$ cat src/rtl/banked_gpio_pkg.sv
package banked_gpio_pkg;
  localparam int unsigned BANKS      = 4;
  localparam int unsigned BANK_W     = 8;
  localparam int unsigned PINS       = BANKS * BANK_W;
  localparam int unsigned OFF_W      = 6;
  localparam int unsigned BANK_IDX_W = $clog2(BANKS);
  localparam int unsigned ADDR_W     = OFF_W + BANK_IDX_W;

  // offsets inside one bank window
  localparam logic [OFF_W-1:0] OFF_MSTAT  = 6'h00;
  localparam logic [OFF_W-1:0] OFF_RSTAT  = 6'h04;
  localparam logic [OFF_W-1:0] OFF_MSET   = 6'h08;
  localparam logic [OFF_W-1:0] OFF_MCLR   = 6'h0C;
  localparam logic [OFF_W-1:0] OFF_DIR    = 6'h10;
  localparam logic [OFF_W-1:0] OFF_OUT    = 6'h14;
  localparam logic [OFF_W-1:0] OFF_IN     = 6'h18;
  localparam logic [OFF_W-1:0] OFF_STICKY = 6'h20;

  typedef enum logic [2:0] {
    SEL_NONE, SEL_MSTAT, SEL_RSTAT, SEL_MASK,
    SEL_DIR, SEL_OUT, SEL_IN, SEL_STICKY
  } rdSel_e;

  typedef struct packed {
    logic [BANKS-1:0]      statClr;
    logic [BANKS-1:0]      maskSet;
    logic [BANKS-1:0]      maskClr;
    logic [BANKS-1:0]      dirWr;
    logic [BANKS-1:0]      outWr;
    logic [BANKS-1:0]      stickySet;
    rdSel_e                rdSel;
    logic [BANK_IDX_W-1:0] rdBank;
  } strobe_t;
endpackage

$ cat src/rtl/banked_gpio_ctrl.sv
module banked_gpio_ctrl
  import banked_gpio_pkg::*;
(
  input  logic [ADDR_W-1:0] regAddr,
  input  logic              regWe,
  output strobe_t           strb
);
  logic [OFF_W-1:0]      off;
  logic [BANK_IDX_W-1:0] bankIdx;
  logic [BANKS-1:0]      bankHot;
  logic [BANKS-1:0]      wrHot;

  assign off     = regAddr[OFF_W-1:0];
  assign bankIdx = regAddr[ADDR_W-1:OFF_W];
  assign bankHot = BANKS'(1) << bankIdx;
  assign wrHot   = regWe ? bankHot : '0;

  always_comb begin
    strb        = '0;
    strb.rdSel  = SEL_NONE;
    strb.rdBank = bankIdx;
    case (off)
      OFF_MSTAT:  strb.rdSel = SEL_MSTAT;
      OFF_RSTAT:  begin strb.rdSel = SEL_RSTAT;  strb.statClr   = wrHot; end
      OFF_MSET:   begin strb.rdSel = SEL_MASK;   strb.maskSet   = wrHot; end
      OFF_MCLR:   strb.maskClr = wrHot;
      OFF_DIR:    begin strb.rdSel = SEL_DIR;    strb.dirWr     = wrHot; end
      OFF_OUT:    begin strb.rdSel = SEL_OUT;    strb.outWr     = wrHot; end
      OFF_IN:     strb.rdSel = SEL_IN;
      OFF_STICKY: begin strb.rdSel = SEL_STICKY; strb.stickySet = wrHot; end
      default:    strb.rdSel = SEL_NONE;
    endcase
  end
endmodule

$ cat src/rtl/banked_gpio_dp.sv
module banked_gpio_dp
  import banked_gpio_pkg::*;
(
  input  logic                          clk,
  input  logic                          rstN,
  input  strobe_t                       strb,
  input  logic [BANK_W-1:0]             wrByte,
  input  logic [PINS-1:0]               pinIn,
  output logic [BANK_W-1:0]             rdByte,
  output logic [PINS-1:0]               pinOut,
  output logic [PINS-1:0]               pinOe,
  output logic                          irqOut,
  output logic [BANKS-1:0][BANK_W-1:0]  maskState,
  output logic [BANKS-1:0][BANK_W-1:0]  latchState
);
  logic [PINS-1:0] syncA, syncB, prevQ;
  logic [BANKS-1:0][BANK_W-1:0] lvl, rise;
  logic [BANKS-1:0][BANK_W-1:0] dirQ, outQ, maskQ, stickyQ, latchQ;
  logic [BANKS-1:0][BANK_W-1:0] rawStat, maskedStat;

  // two-flop synchroniser plus one stage of history for edge detection
  always_ff @(posedge clk or negedge rstN) begin
    if (!rstN) begin
      syncA <= '0;
      syncB <= '0;
      prevQ <= '0;
    end else begin
      syncA <= pinIn;
      syncB <= syncA;
      prevQ <= syncB;
    end
  end

  assign lvl  = syncB;
  assign rise = syncB & ~prevQ;

  for (genvar b = 0; b < BANKS; b++) begin : g_bank
    logic [BANK_W-1:0] dirR, outR, maskR, stickyR, latchR, clrBits;

    assign clrBits = strb.statClr[b] ? wrByte : '0;

    always_ff @(posedge clk or negedge rstN) begin
      if (!rstN) begin
        dirR    <= '1;
        outR    <= '0;
        maskR   <= '1;
        stickyR <= '0;
        latchR  <= '0;
      end else begin
        if (strb.dirWr[b]) dirR <= wrByte;
        if (strb.outWr[b]) outR <= wrByte;
        if (strb.maskSet[b])      maskR <= maskR | wrByte;
        else if (strb.maskClr[b]) maskR <= maskR & ~wrByte;
        if (strb.stickySet[b]) stickyR <= stickyR | wrByte;
        // a fresh edge wins over a clear landing in the same cycle
        latchR <= ((latchR & ~clrBits) | rise[b]) & stickyR;
      end
    end

    assign dirQ[b]       = dirR;
    assign outQ[b]       = outR;
    assign maskQ[b]      = maskR;
    assign stickyQ[b]    = stickyR;
    assign latchQ[b]     = latchR;
    assign rawStat[b]    = (stickyR & latchR) | (~stickyR & lvl[b]);
    assign maskedStat[b] = rawStat[b] & ~maskR;
  end

  always_comb begin
    case (strb.rdSel)
      SEL_MSTAT:  rdByte = maskedStat[strb.rdBank];
      SEL_RSTAT:  rdByte = rawStat[strb.rdBank];
      SEL_MASK:   rdByte = maskQ[strb.rdBank];
      SEL_DIR:    rdByte = dirQ[strb.rdBank];
      SEL_OUT:    rdByte = outQ[strb.rdBank];
      SEL_IN:     rdByte = lvl[strb.rdBank];
      SEL_STICKY: rdByte = stickyQ[strb.rdBank];
      default:    rdByte = '0;
    endcase
  end

  assign pinOut     = outQ;
  assign pinOe      = ~dirQ;
  assign irqOut     = |maskedStat;
  assign maskState  = maskQ;
  assign latchState = latchQ;
endmodule

$ cat src/rtl/banked_gpio.sv
module banked_gpio
  import banked_gpio_pkg::*;
#(
  parameter int unsigned DATA_W = 32
) (
  input  logic              clk,
  input  logic              rstN,
  input  logic [ADDR_W-1:0] regAddr,
  input  logic              regWe,
  input  logic [DATA_W-1:0] regWdata,
  output logic [DATA_W-1:0] regRdata,
  input  logic [PINS-1:0]   pinIn,
  output logic [PINS-1:0]   pinOut,
  output logic [PINS-1:0]   pinOe,
  output logic              irqOut
);
  strobe_t                      strb;
  logic [BANK_W-1:0]            rdByte;
  logic [BANKS-1:0][BANK_W-1:0] maskState, latchState;
  logic                         unusedWdataHi;

  assign unusedWdataHi = ^regWdata[DATA_W-1:BANK_W];

  banked_gpio_ctrl u_ctrl (
    .regAddr (regAddr),
    .regWe   (regWe),
    .strb    (strb)
  );

  banked_gpio_dp u_dp (
    .clk        (clk),
    .rstN       (rstN),
    .strb       (strb),
    .wrByte     (regWdata[BANK_W-1:0]),
    .pinIn      (pinIn),
    .rdByte     (rdByte),
    .pinOut     (pinOut),
    .pinOe      (pinOe),
    .irqOut     (irqOut),
    .maskState  (maskState),
    .latchState (latchState)
  );

  assign regRdata = {{(DATA_W-BANK_W){1'b0}}, rdByte};
endmodule

$ cat config.mk
export PLATFORM = sky130hd
export DESIGN_NAME = banked_gpio
export DESIGN_NICKNAME = d
export VERILOG_FILES = /design/src/rtl/banked_gpio_pkg.sv /design/src/rtl/banked_gpio_ctrl.sv /design/src/rtl/banked_gpio_dp.sv /design/src/rtl/banked_gpio.sv
export SDC_FILE = /design/constraint.sdc
export NUM_CORES = 1
export LEC_CHECK = 0
export BUFFER_PORTS_ARGS = -buffer_cell sky130_fd_sc_hd__clkbuf_2
export CAP_MARGIN = 20
export CORE_UTILIZATION = 57
export CTS_CLUSTER_DIAMETER = 60
export DETAILED_ROUTE_END_ITERATION = 10
export HOLD_SLACK_MARGIN = 0.08
export PLACE_DENSITY = 0.8
export SLEW_MARGIN = 10
export SYNTH_ARGS = -nofsm -noshare
export SYNTH_HDL_FRONTEND = slang
export SYNTH_HIERARCHICAL = 1
export SYNTH_SLANG_ARGS = --single-unit
$ cat constraint.sdc
create_clock -name clk -period 3.45 [get_ports clk]
set_clock_uncertainty 0.1 [all_clocks]
set_input_delay 0.5175 -clock clk [delete_from_list [all_inputs] [get_ports clk]]
set_output_delay 0.5175 -clock clk [all_outputs]
set_load 0.1 [all_outputs]
* After elaboration in Yosys (flattened, before gate mapping)
Cells that the tools add are included.
** Word-level totals
- Register bits after elaboration :: 256
- Latch bits :: 0
- Bits in writable memories :: 0
- Memory bits (read-only) :: 0
- Bits of input ports :: 75
- Output and inout port bits :: 97
- Memories kept :: 0
** Cells by class
- Add/sub/neg operators :: 0
- $mul :: 0
- Div/mod/pow operators :: 0
- Order comparisons :: 1
- Equal/unequal tests :: 14
- Shifts and indexed selects :: 1
- Multiplexer cells :: 35
- Bitwise gates (word level) :: 56
- Reductions and logical operators :: 6
** Operators with widths (number)
- AND 8 bit :: 24
- two-way mux 8 bit :: 19
- OR 8 bit :: 16
- binary-select mux 8 bit (select 2 bit) :: 7
- NOT 8 bit :: 13
- NOT 32 bit :: 2
- case mux 8 bit (7 select lines) :: 1
- AND 32 bit :: 1
- OR reduction 32 bit :: 1
- two-way mux 4 bit :: 7
- case mux 3 bit (7 select lines) :: 1
- equality test 6 x 5 -> 1 bit (second input constant) :: 3
- equality test 3 bit (second input constant) :: 4
- equality test 6 x 4 -> 1 bit (second input constant) :: 2
- nonzero test 2 bit :: 4
- equality test 3 x 2 -> 1 bit (second input constant) :: 2
- equality test 6 x 3 -> 1 bit (second input constant) :: 1
- equality test 6 bit (second input constant) :: 1
- logical NOT 6 bit :: 1
- left shift 1 x 2 -> 4 bit (first input constant) :: 1
- equality test 3 x 1 -> 1 bit (second input constant) :: 1
- less-than comparator 2 x 3 -> 1 bit (second input constant) :: 1

* Depth between registers and ports, before layout
Gate-level depths: netlist of run 1.
- Depth in word-level cells :: 8
- Depth in mapped cells :: 11
- Mapped depth without buffers :: 8

* Hierarchy
Netlist of run 1, hierarchy kept.
** By module, submodules not included
- banked_gpio_dp :: times used 1, cells each 886, area each 11059.4 um2, sequential area each 6486.2 um2
- banked_gpio_ctrl :: times used 1, cells each 57, area each 315.3 um2, sequential area each 0.0 um2
- banked_gpio :: times used 1, cells each 25, area each 183.9 um2, sequential area each 0.0 um2

* Least setup slack after synthesis of run 1
OpenSTA, ideal clock, no wires.
- Path type :: input port to output port
- Start :: input port regAddr[2]
- End :: output port regRdata[6]
- Arrival time :: 2.930 ns
- Setup slack :: -0.098 ns
- Cell stages on the path :: 9
- Cell sequence :: buf_2 > nor4b_1 > a211oi_1 > nor3_1 > clkbuf_1 > nor3b_1 > a22oi_1 > nand2_1 > a221o_1
** RTL lines
- from (decl) :: RTL line banked_gpio.sv:8 : input logic [ADDR_W-1:0] regAddr,
- to (decl) :: RTL line banked_gpio.sv:11 : output logic [DATA_W-1:0] regRdata,

==> impl_results.md, run 1 <==
* Outcome: completed
* Max Clk Rate at 295.6 MHz
* Die width at 144.4 µm
* Slew Limit Fails at 0
* Seq/Total Area, Yosys at 0.5612
* Synth top area cells: dfrtp_1 (42%), dfstp_2 (15%), mux4_2 (9.4%)
* Slew headroom at 0.4477
* Unique masters post-synth at 47
* # IOs at 172
* Synth Instances at 968
* First-pass GRT wire length at 46.50 mm
* Num Clock Sinks at 256
* Non-Filler Instances at 1426
* Hold WC Path Type: flip-flop to flip-flop
* Port bufs at 123
* Share of the synthesized area in the top cell type at 0.4157
* CP arrival at 2770 ps
* Layout overhead on the synthesized area at 20.23%
* Floorplan row count at 51
* CP Capture Type: output port
* Antenna-violating nets left at 0
* Total track usage at 0.3014
* Htree depth at 1
* Endpoints failing hold at 0
* TNS Setup at 0 ps
* Later-pin clock latency in the skew report at 540 ps
* Proportion of layout cells with a drive suffix above 1 at 0.3316
* Fin crit share at 0.9805
* Syn Area/Cell at 11.94 µm²
* Crit path launch type: input pin
* CTS clock-pin slew for the worst setup and hold paths at 60 ps
* CTS tree: done
* Critical-path top delay cell: a221o_2
* Drt wl/cell at 21.06 µm
* Via/cell ratio at 5.931
* Worst vdd ir at 0.4171 mV
* Vias in the first global route at 8157
* CP max FO at 8
* Max_cap viols at 0
* Power per cell area at 518.8 nW/µm²
* P_leak at 6.529 nW
* Worst-case clock buffer depth at 3
* GPL Wtd Cong at 0.9743
* Pin count of the biggest net entering global routing at 98
* Yosys warns at 6
* Initial antenna violation count at 0
* Placed cells at 1340
* Synth Register Bits at 256
* TritonRoute pass-1 iters at 5
* PnR Total Power at 7.210 mW
* Grt total ovfl at 0
* CTS buffer count at 27
* Die area at 20850 µm²
* Drt drc at 0
* Overall routed net length at 30.03 mm
* Final setup fails at 0
* Final-stage net count at 1215
* Dpl hpwl at 20.32 mm
* First-iteration detailed-routing DRC count at 831
* Crit-path most repeated cell: buf_4
* Initial Util at 0.5881
* Via Count at 8457
* Yosys top cell by area: dfrtp_1
* Core area at 19650 µm²
* Worst slew pin tran at 825.4 ps
* Largest stage delay, worst path at 350 ps
* Critical path cell sequence: clkbuf_2 > a211oi_1 > a31oi_1 > nor3_1 > buf_4 > buf_4 > nand2b_4 > nor3_2 > buf_4 > a32oi_1 > nand2_1 > a221o_2 > buf_12
* Tmin final at 3383 ps
* Ant diodes at 0
* Clk root buf: clkbuf_16
* Die height at 144.4 µm
* Cell Area, Synth at 11560 µm²
* Critical Path RT at 2830 ps
* WS Path Type: input pin to output port
[synth_stat cells (all sizes together)]
library cell and number:
nand3 7, nor2b 69, mux2 35, a22o 36
xor2 1, or3b 1, nor3b 3, and4 1
and2 1, nor2 62, nor4 8, a21boi 1
inv 34, o2111ai 1, nand2b 1, clkbuf 41
nor4b 1, o211ai 2, nand4 1, and2b 1
nand2 129, mux2i 41, a21oi 33, dfrtp 192
a22oi 13, a32oi 4, a31oi 1, nand4b 2
o21ai 34, conb 1, dfstp 64, a21o 32
and3 1, a221o 5, a211oi 3, mux4 48
buf 49, nand3b 4, nor3 5
[report_power, final]
part           switching (mW)  internal (mW)  total, mW
combinational           0.882          0.327       1.21
sequential              0.104           3.19       3.29
clock                    1.18           1.53       2.71
[per-stage QoR]
stage	area (µm²)	hold WS, ps	utilization	setup slack, ps
after floorplan	11650	121.9	-	31.13
after global placement	12670	232.4	0.6448	-18.76
after detailed placement	12670	234.7	0.6448	-29.34
after CTS	13840	248.3	0.7041	134.1
after global routing	13900	258.0	0.7071	-112.2
final	13900	246.8	0.7071	67.42
[worst paths after layout]
check | startpoint | endpoint | slack, ps | cells after the start
worst max-delay path | regAddr[5] | regRdata[2] | 70 | 13
worst min-delay path | u_dp/syncA[29]$_DFF_PN0_ | u_dp/lvl[29]$_DFF_PN0_ | 250 | 0
worst max register to register | u_dp/g_bank[2].dirR[4]$_DFFE_PN1P_ | u_dp/g_bank[2].dirR[4]$_DFFE_PN1P_ | 2450 | 2
worst min register to register | u_dp/syncA[29]$_DFF_PN0_ | u_dp/lvl[29]$_DFF_PN0_ | 250 | 0
max in group asynchronous | rstN | async pin | 1890 | 3
min in group asynchronous | rstN | u_dp/lvl[3]$_DFF_PN0_ | 510 | 2
[critical path, delay by kind of cell]
family / cells / cell delay (ps)
simple gates: 4 / 480
buf+inv: 5 / 840
compound gates: 4 / 920
[layout make-up]
| cell class | count | area (µm²) |
|---|---|---|
| clock inverters | 13 | 75.07 |
| clock buffers | 37 | 753.2 |
| flip-flops and latches | 256 | 6486 |
| well taps | 265 | 331.6 |
| multi-input cells | 611 | 4589 |
| repair buffers | 210 | 1534 |
| fillers | 1385 | 5757 |
| inverters | 34 | 127.6 |
[cells in the final DEF, fill, tap and decap left out, types with 3 or more instances in the layout]
cell,instances
o21ai_0,33
clkinv_2,7
dfrtp_1,192
a22o_1,36
nand3_1,7
nor4_1,7
mux2i_1,41
clkbuf_1,6
conb_1,24
nor2_1,61
inv_1,34
a221o_2,5
a22oi_1,13
nand3b_1,4
dlygate4sd3_1,33
clkbuf_8,4
clkbuf_16,27
a21oi_1,33
a21o_1,32
mux2_2,35
clkbuf_2,113
buf_12,12
a32oi_1,4
nor3_2,3
nor3b_2,3
dfstp_2,64
buf_4,51
nor2b_1,68
mux4_2,48
nand2_1,128
[per-layer routing]
layer,share of wire,wire length [µm],global-route usage
met5,0,0,0
met2,0.48,14310,0.4762
met1,0.39,11650,0.4101
met4,0.047,1411,0.1313
met3,0.088,2653,0.05662
[cell families (layout without fill, tap and decap cells)]
group / Yosys count / count (layout) / share of synthesized area
compound gates: 165 / 165 / 0.09807
flops: 256 / 256 / 0.5612
buf+inv: 124 / 294 / 0.05423
mux: 124 / 124 / 0.1631
xor+xnor: 1 / 1 / 0.0007579
other cells: 1 / 24 / 0.0003244
simple gates: 297 / 297 / 0.1223
[what timing repair did]
item	CTS	global route
cloned	0	0
endpoints found under the hold margin	93	0
pin swaps	0	1
endpoints found under the setup margin	3	6
hold buffers	33	0
setup buffers	0	3
gates resized for setup	2	7
(Power assumes the default switching activity.)
==> run 2, diff against run 1 <==
- RECOVER_POWER: unset -> 100
==> impl_results.md, run 2 (synthesis gave the netlist of run 1 again) <==
* Outcome: finished, violations left
* Failing checks: capacitance limit, slew limit
* CP max FO at 8 (unchanged)
* Worst R2R Setup Slack at 2450 ps (about the same)
* Pin count of the biggest net entering global routing at 98 (unchanged)
* Critical-path top delay cell: a221o_2
* Filler cells at 1462 (+5.6%)
* Largest stage delay, worst path at 350 ps (about the same)
* Max Clk Rate at 295.8 MHz (about the same)
* Placed cells at 1340 (unchanged)
* Slew Limit Fails at 97 (+97)
* Drt drc at 0 (unchanged)
* Port bufs at 123 (unchanged)
* CTS clock-pin slew for the worst setup and hold paths at 60 ps (about the same)
* Endpoints failing hold at 0 (unchanged)
* Core area at 19650 µm² (unchanged)
* First-iteration detailed-routing DRC count at 829 (-0.24%)
* WS Path Type: input pin to output port
* Via/cell ratio at 5.877 (-0.91%)
* CTS buffer count at 27 (unchanged)
* Num Clock Sinks at 256 (unchanged)
* Overall routed net length at 29.99 mm (-0.12%)
* # IOs at 172 (unchanged)
* Area after DPL at 12670 µm² (unchanged)
* Initial antenna violation count at 0 (unchanged)
* Leading cell type in the layout, fill and taps excluded: dfrtp_1
* Critical path cell sequence: clkbuf_2 > a211oi_1 > a31oi_1 > nor3_1 > buf_4 > buf_4 > nand2b_4 > nor3_2 > buf_4 > a32oi_1 > nand2_1 > a221o_2 > buf_12
* Worst slew pin tran at 2352 ps (+1526 ps)
* CTS tree: done
* Floorplan row count at 51 (unchanged)
* Crit-path most repeated cell: buf_4
* Area of the multi-input gates at 4589 µm² (unchanged)
* CP Capture Type: output port
* Layout overhead on the synthesized area at 18.38%
* Setup WS post-layout at 69.15 ps (+1.723 ps)
* Final-stage net count at 1215 (unchanged)
* Final setup fails at 0 (unchanged)
* Worst-case clock buffer depth at 3 (unchanged)
* Dpl hpwl at 20.32 mm (unchanged)
* Post-place setup slack at -29.34 ps (unchanged)
* Via Count at 8380 (-0.91%)
* Worst path bufs/invs at 5 (unchanged)
* Max_cap viols at 1 (+1)
* Tmin final at 3381 ps (-1.723 ps)
* Drt wl/cell at 21.03 µm (-0.12%)
* Die area at 20850 µm² (unchanged)
* Total track usage at 0.3014 (unchanged)
* Worst vdd ir at 0.4176 mV (+0.13%)
* Die height at 144.4 µm (unchanged)
* First-pass GRT wire length at 46.50 mm (unchanged)
* Crit path launch type: input pin
* Htree depth at 1 (unchanged)
* Most frequent cells in the layout: dfrtp_1 (192), nand2_1 (128), clkbuf_1 (94), nor2b_1 (68), dfstp_2 (64)
* Critical Path RT at 2830 ps (about the same)
* Slew headroom at -0.5679 (-1.016)
* GPL Wtd Cong at 0.9743 (unchanged)
* Initial Util at 0.5881 (unchanged)
* Power per cell area at 525.7 nW/µm² (+1.3%)
* CP arrival at 2760 ps (about the same)
* Fin crit share at 0.9800 (about the same)
* Hold WC Path Type: flip-flop to flip-flop
* Clk root buf: clkbuf_16
* Design Area, Final at 13680 µm² (-1.5%)
* Register area at 6486 µm² (unchanged)
* Critical path's top delay family: compound AO/OA/AOI/OAI gates
* P_leak at 6.197 nW (-5.1%)
* Grt total ovfl at 0 (unchanged)
* Vias in the first global route at 8157 (unchanged)
* Later-pin clock latency in the skew report at 540 ps (about the same)
* Proportion of layout cells with a drive suffix above 1 at 0.2558 (-0.07580)
* Ant diodes at 0 (unchanged)
* Non-Filler Instances at 1426 (unchanged)
* Antenna-violating nets left at 0 (unchanged)
* Die width at 144.4 µm (unchanged)
* TritonRoute pass-1 iters at 7 (+2)
* Final Util at 0.6962 (-0.01089)
run 2: cell types whose count changed in the layout (fill, tap and decap cells not counted), sizes merged:
cell and delta:
buf -24, clkbuf +24
run 2: final cells by class:
type                    instances  share of cell area
flip-flops and latches        256              0.4740
multi-input cells             611              0.3354
repair buffers                210             0.09647
clock buffers                  37             0.05505
well taps                     265             0.02423
inverters                      34            0.009327
clock inverters                13            0.005486
run 2: layer usage:
metal	track usage	share of wire
met3	0.05662	0.078
met1	0.4101	0.40
met4	0.1313	0.041
met5	0	0
met2	0.4762	0.48
run 2: where the power goes:
group / switching (mW) / leakage (nW) / internal, mW
Clock: 1.18 / 0.408 / 1.53
Sequential: 0.104 / 3.11 / 3.19
Combinational: 0.880 / 2.67 / 0.307
Total: 2.17 / 6.20 / 5.03
run 2: what timing repair did:
action / 4_1_cts / 5_1_grt
hold buffers: 33 / 0
hold endpoints to repair: 93 / 0
endpoints found under the setup margin: 3 / 6
resized for setup: 2 / 7
pin swaps: 0 / 1
setup buffers: 0 / 3
run 2: worst paths after layout:
path                                                 endpoint                          startpoint  depth (start not counted)
setup / recovery                                  regRdata[2]                          regAddr[5]                         13
hold / removal                         u_dp/lvl[29]$_DFF_PN0_            u_dp/syncA[29]$_DFF_PN0_                          0
setup reg to reg           u_dp/g_bank[2].dirR[4]$_DFFE_PN1P_  u_dp/g_bank[2].dirR[4]$_DFFE_PN1P_                          2
hold reg to reg                        u_dp/lvl[29]$_DFF_PN0_            u_dp/syncA[29]$_DFF_PN0_                          0
max in group asynchronous            u_dp/syncA[30]$_DFF_PN0_                                rstN                          3
min in group asynchronous               u_dp/lvl[3]$_DFF_PN0_                                rstN                          2
run 2: stage by stage:
stage	setup TNS, ps	total power [mW]	hold WS [ps]
CTS	0	7.243	248.3
detailed placement	-52.88	4.507	234.7
floorplan	0	4.206	121.9
finish	0	7.193	246.8
global route	-510.0	7.435	258.0
global placement	-18.76	4.484	232.4
==> run 3, diff against run 2 <==
- ABC_AREA: unset -> 1
- CORE_UTILIZATION: 57 -> 58
- SETUP_SLACK_MARGIN: unset -> 0.3
==> impl_results.md, run 3 <==
* Synth top area cells: dfrtp_1 (39%), nand2_1 (16%), dfstp_2 (14%)
* Yosys warns at 6 (unchanged)
* Largest stage delay, worst path at 390 ps (+40 ps)
* Die height at 148.3 µm (+2.7%)
* Post-synth EDFFs at 0 (unchanged)
* Hold_ws at 246.6 ps (-0.2110 ps)
* Pin count of the biggest net entering global routing at 85 (-13%)
* CTS buffer count at 28 (+3.7%)
* GPL Wtd Cong at 0.9383 (-3.7%)
* Slew Limit Fails at 85 (-12%)
* CTS clock-pin slew for the worst setup and hold paths at 60 ps (about the same)
* Cell Area, Synth at 12410 µm² (+7.4%)
* Synth Instances at 1595 (+65%)
* Final-stage net count at 1833 (+51%)
* # IOs at 172 (unchanged)
* Worst vdd ir at 0.4597 mV (+10%)
* TritonRoute pass-1 iters at 7 (unchanged)
* Failing checks: capacitance limit, slew limit
* Initial Util at 0.5903 (+0.002214)
* First-iteration detailed-routing DRC count at 1113 (+34%)
* Htree depth at 1 (unchanged)
* Dpl hpwl at 23.66 mm (+16%)
* Worst R2R Setup Slack at 2400 ps (-50 ps)
* Die area at 21980 µm² (+5.4%)
* Seq/Total Area, Yosys at 0.5227 (-0.03847)
* RSZ-0062 raised after global routing: false
* Antenna-violating nets left at 0 (unchanged)
* Die width at 148.3 µm (+2.7%)
* Tmin final at 3182 ps (-198.8 ps)
* Outcome: finished, violations left
* Critical Path RT at 2830 ps (about the same)
* Critical-path top delay cell: nor2_1
* Critical path cell sequence: clkbuf_2 > nor2_1 > nand3_4 > nand2_1 > inv_1 > nand2_1 > inv_4 > nor3_4 > buf_4 > nand2_1 > nand3_1 > nor2_1 > nand2_1 > buf_12
* Crit path launch type: input pin
* Grt total ovfl at 0 (unchanged)
* CP max FO at 6 (-2)
* Slew headroom at -0.4083 (+0.1596)
* Endpoints failing hold at 0 (unchanged)
* WS Path Type: input pin to output port
* CTS tree: done
* Synth async-reset ratio at 1.000 (unchanged)
* Final Util at 0.6995 (+0.003276)
* Clk root buf: clkbuf_16
* Ys flop type: dfrtp_1
* Leading cell type in the layout, fill and taps excluded: nand2_1
* CP Capture Type: output port
* Worst slew pin tran at 2112 ps (-239.5 ps)
* Placed cells at 1963 (+46%)
* Most numerous cell in the Yosys netlist: nand2_1
* Yosys top cell by area: dfrtp_1
* First-pass GRT wire length at 56.44 mm (+21%)
* Non-Filler Instances at 2055 (+44%)
* Final setup fails at 0 (unchanged)
* Ant diodes at 0 (unchanged)
* Later-pin clock latency in the skew report at 550 ps (about the same)
* Crit-path most repeated cell: nand2_1
* P_leak at 7.403 nW (+19%)
* TNS Setup at 0 ps (unchanged)
* Layout overhead on the synthesized area at 18.49% (about the same)
* Most frequent cells in the layout: nand2_1 (544), inv_1 (196), dfrtp_1 (192), nand3_1 (161), o21ai_0 (129)
* Unique masters post-synth at 26 (-45%)
* Num Clock Sinks at 256 (unchanged)
* Syn Area/Cell at 7.780 µm² (-35%)
* Total track usage at 0.3312 (+0.02985)
* Via Count at 11360 (+36%)
* Via/cell ratio at 5.527 (-5.9%)
* Core area at 21020 µm² (+7.0%)
* Drt wl/cell at 17.41 µm (-17%)
* Proportion of layout cells with a drive suffix above 1 at 0.1287 (-0.1272)
* Max Clk Rate at 314.3 MHz (+6.2%)
* Vias in the first global route at 10980 (+35%)
* Max_cap viols at 1 (unchanged)
* Fin crit share at 0.9223 (-0.05763)
* Floorplan row count at 53 (+3.9%)
* Hold WC Path Type: flip-flop to flip-flop
* Overall routed net length at 35.77 mm (+19%)
* CP arrival at 2560 ps (-200 ps)
* Commonest cells in the netlist: nand2_1 (544), inv_1 (196), dfrtp_1 (192)
* Port bufs at 123 (unchanged)
* Worst-case clock buffer depth at 3 (unchanged)
* Initial antenna violation count at 0 (unchanged)
* Drt drc at 0 (unchanged)
* Synth Register Bits at 256 (unchanged)
* Power per cell area at 527.4 nW/µm² (+0.32%)
* Share of the synthesized area in the top cell type at 0.3872 (-0.02850)
run 3: changes by cell type in the layout (fill, tap and decap cells not counted), moves of 35 or more:
cell	previous run	this run
nor2b_1	68	0
nand3_1	7	161
nand2_1	128	544
o21ai_0	33	129
mux2_2	35	0
a22o_1	36	0
mux4_2	48	0
mux2i_1	41	0
inv_1	34	196
nor2_1	61	107
run 3: stage by stage:
| step | setup slack [ps] | cell area (µm²) | total power, mW |
|---|---|---|---|
| global route | 146.8 | 14700 | 7.997 |
| CTS | 377.8 | 14780 | 7.805 |
| detailed placement | 387.1 | 13440 | 4.584 |
| global placement | 436.5 | 13440 | 4.564 |
| finish | 268.0 | 14700 | 7.754 |
| floorplan | 359.5 | 12500 | 4.262 |
run 3: layout make-up:
cell class	instances	area, µm²
clock buffers	38	839.6
clock inverters	14	165.2
fillers	1705	6317
inverters	203	767.0
multi-input cells	1072	4808
flip-flops and latches	256	6486
well taps	275	344.1
repair buffers	197	1294
run 3: kinds of logic (layout without fill, tap and decap cells):
kind of cell | Yosys count | count (layout) | share of synthesized area
AOI/OAI and AO/OA | 205 | 205 | 0.09276
buffers and inverters | 290 | 452 | 0.09821
DFF | 256 | 256 | 0.5227
other | 1 | 24 | 0.0003022
and+or+nand+nor | 843 | 843 | 0.2860
run 3: worst paths after layout:
kind,startpoint,to,cells after the start
hold / removal,u_dp/syncA[21]$_DFF_PN0_,u_dp/lvl[21]$_DFF_PN0_,0
min in group asynchronous,rstN,u_dp/g_bank[3].outR[4]$_DFFE_PN0P_,2
max in group asynchronous,rstN,u_dp/prevQ[15]$_DFF_PN0_,3
hold reg to reg,u_dp/syncA[21]$_DFF_PN0_,u_dp/lvl[21]$_DFF_PN0_,0
setup reg to reg,u_dp/g_bank[2].stickyR[1]$_DFFE_PN0P_,u_dp/g_bank[2].latchR[1]$_DFF_PN0_,3
setup / recovery,regAddr[3],regRdata[6],14
run 3: what timing repair did:
action	CTS	global route
endpoints found under the hold margin	72	0
setup buffers	0	6
hold buffers	33	0
setup endpoints to repair	0	8
gates resized for setup	0	3
run 3: worst max-delay path: cells and delay by family:
kind	cells	cell delay (ps)
and+or+nand+nor	9	1390
buffers and inverters	5	650
run 3: layer usage:
metal / vias up / routed length (µm) / global-route usage
met4: 0 / 2125 / 0.1933
met5: - / 0 / 0
li1: 5284 / - / -
met2: 587 / 16560 / 0.5256
met3: 145 / 3172 / 0.05429
met1: 5343 / 13910 / 0.4321
run 3: where the power goes:
part / internal, mW / total (mW) / switching (mW)
Combinational: 0.233 / 1.31 / 1.08
Sequential: 3.18 / 3.25 / 0.0759
Clock: 1.93 / 3.19 / 1.26
Total: 5.35 / 7.75 / 2.41
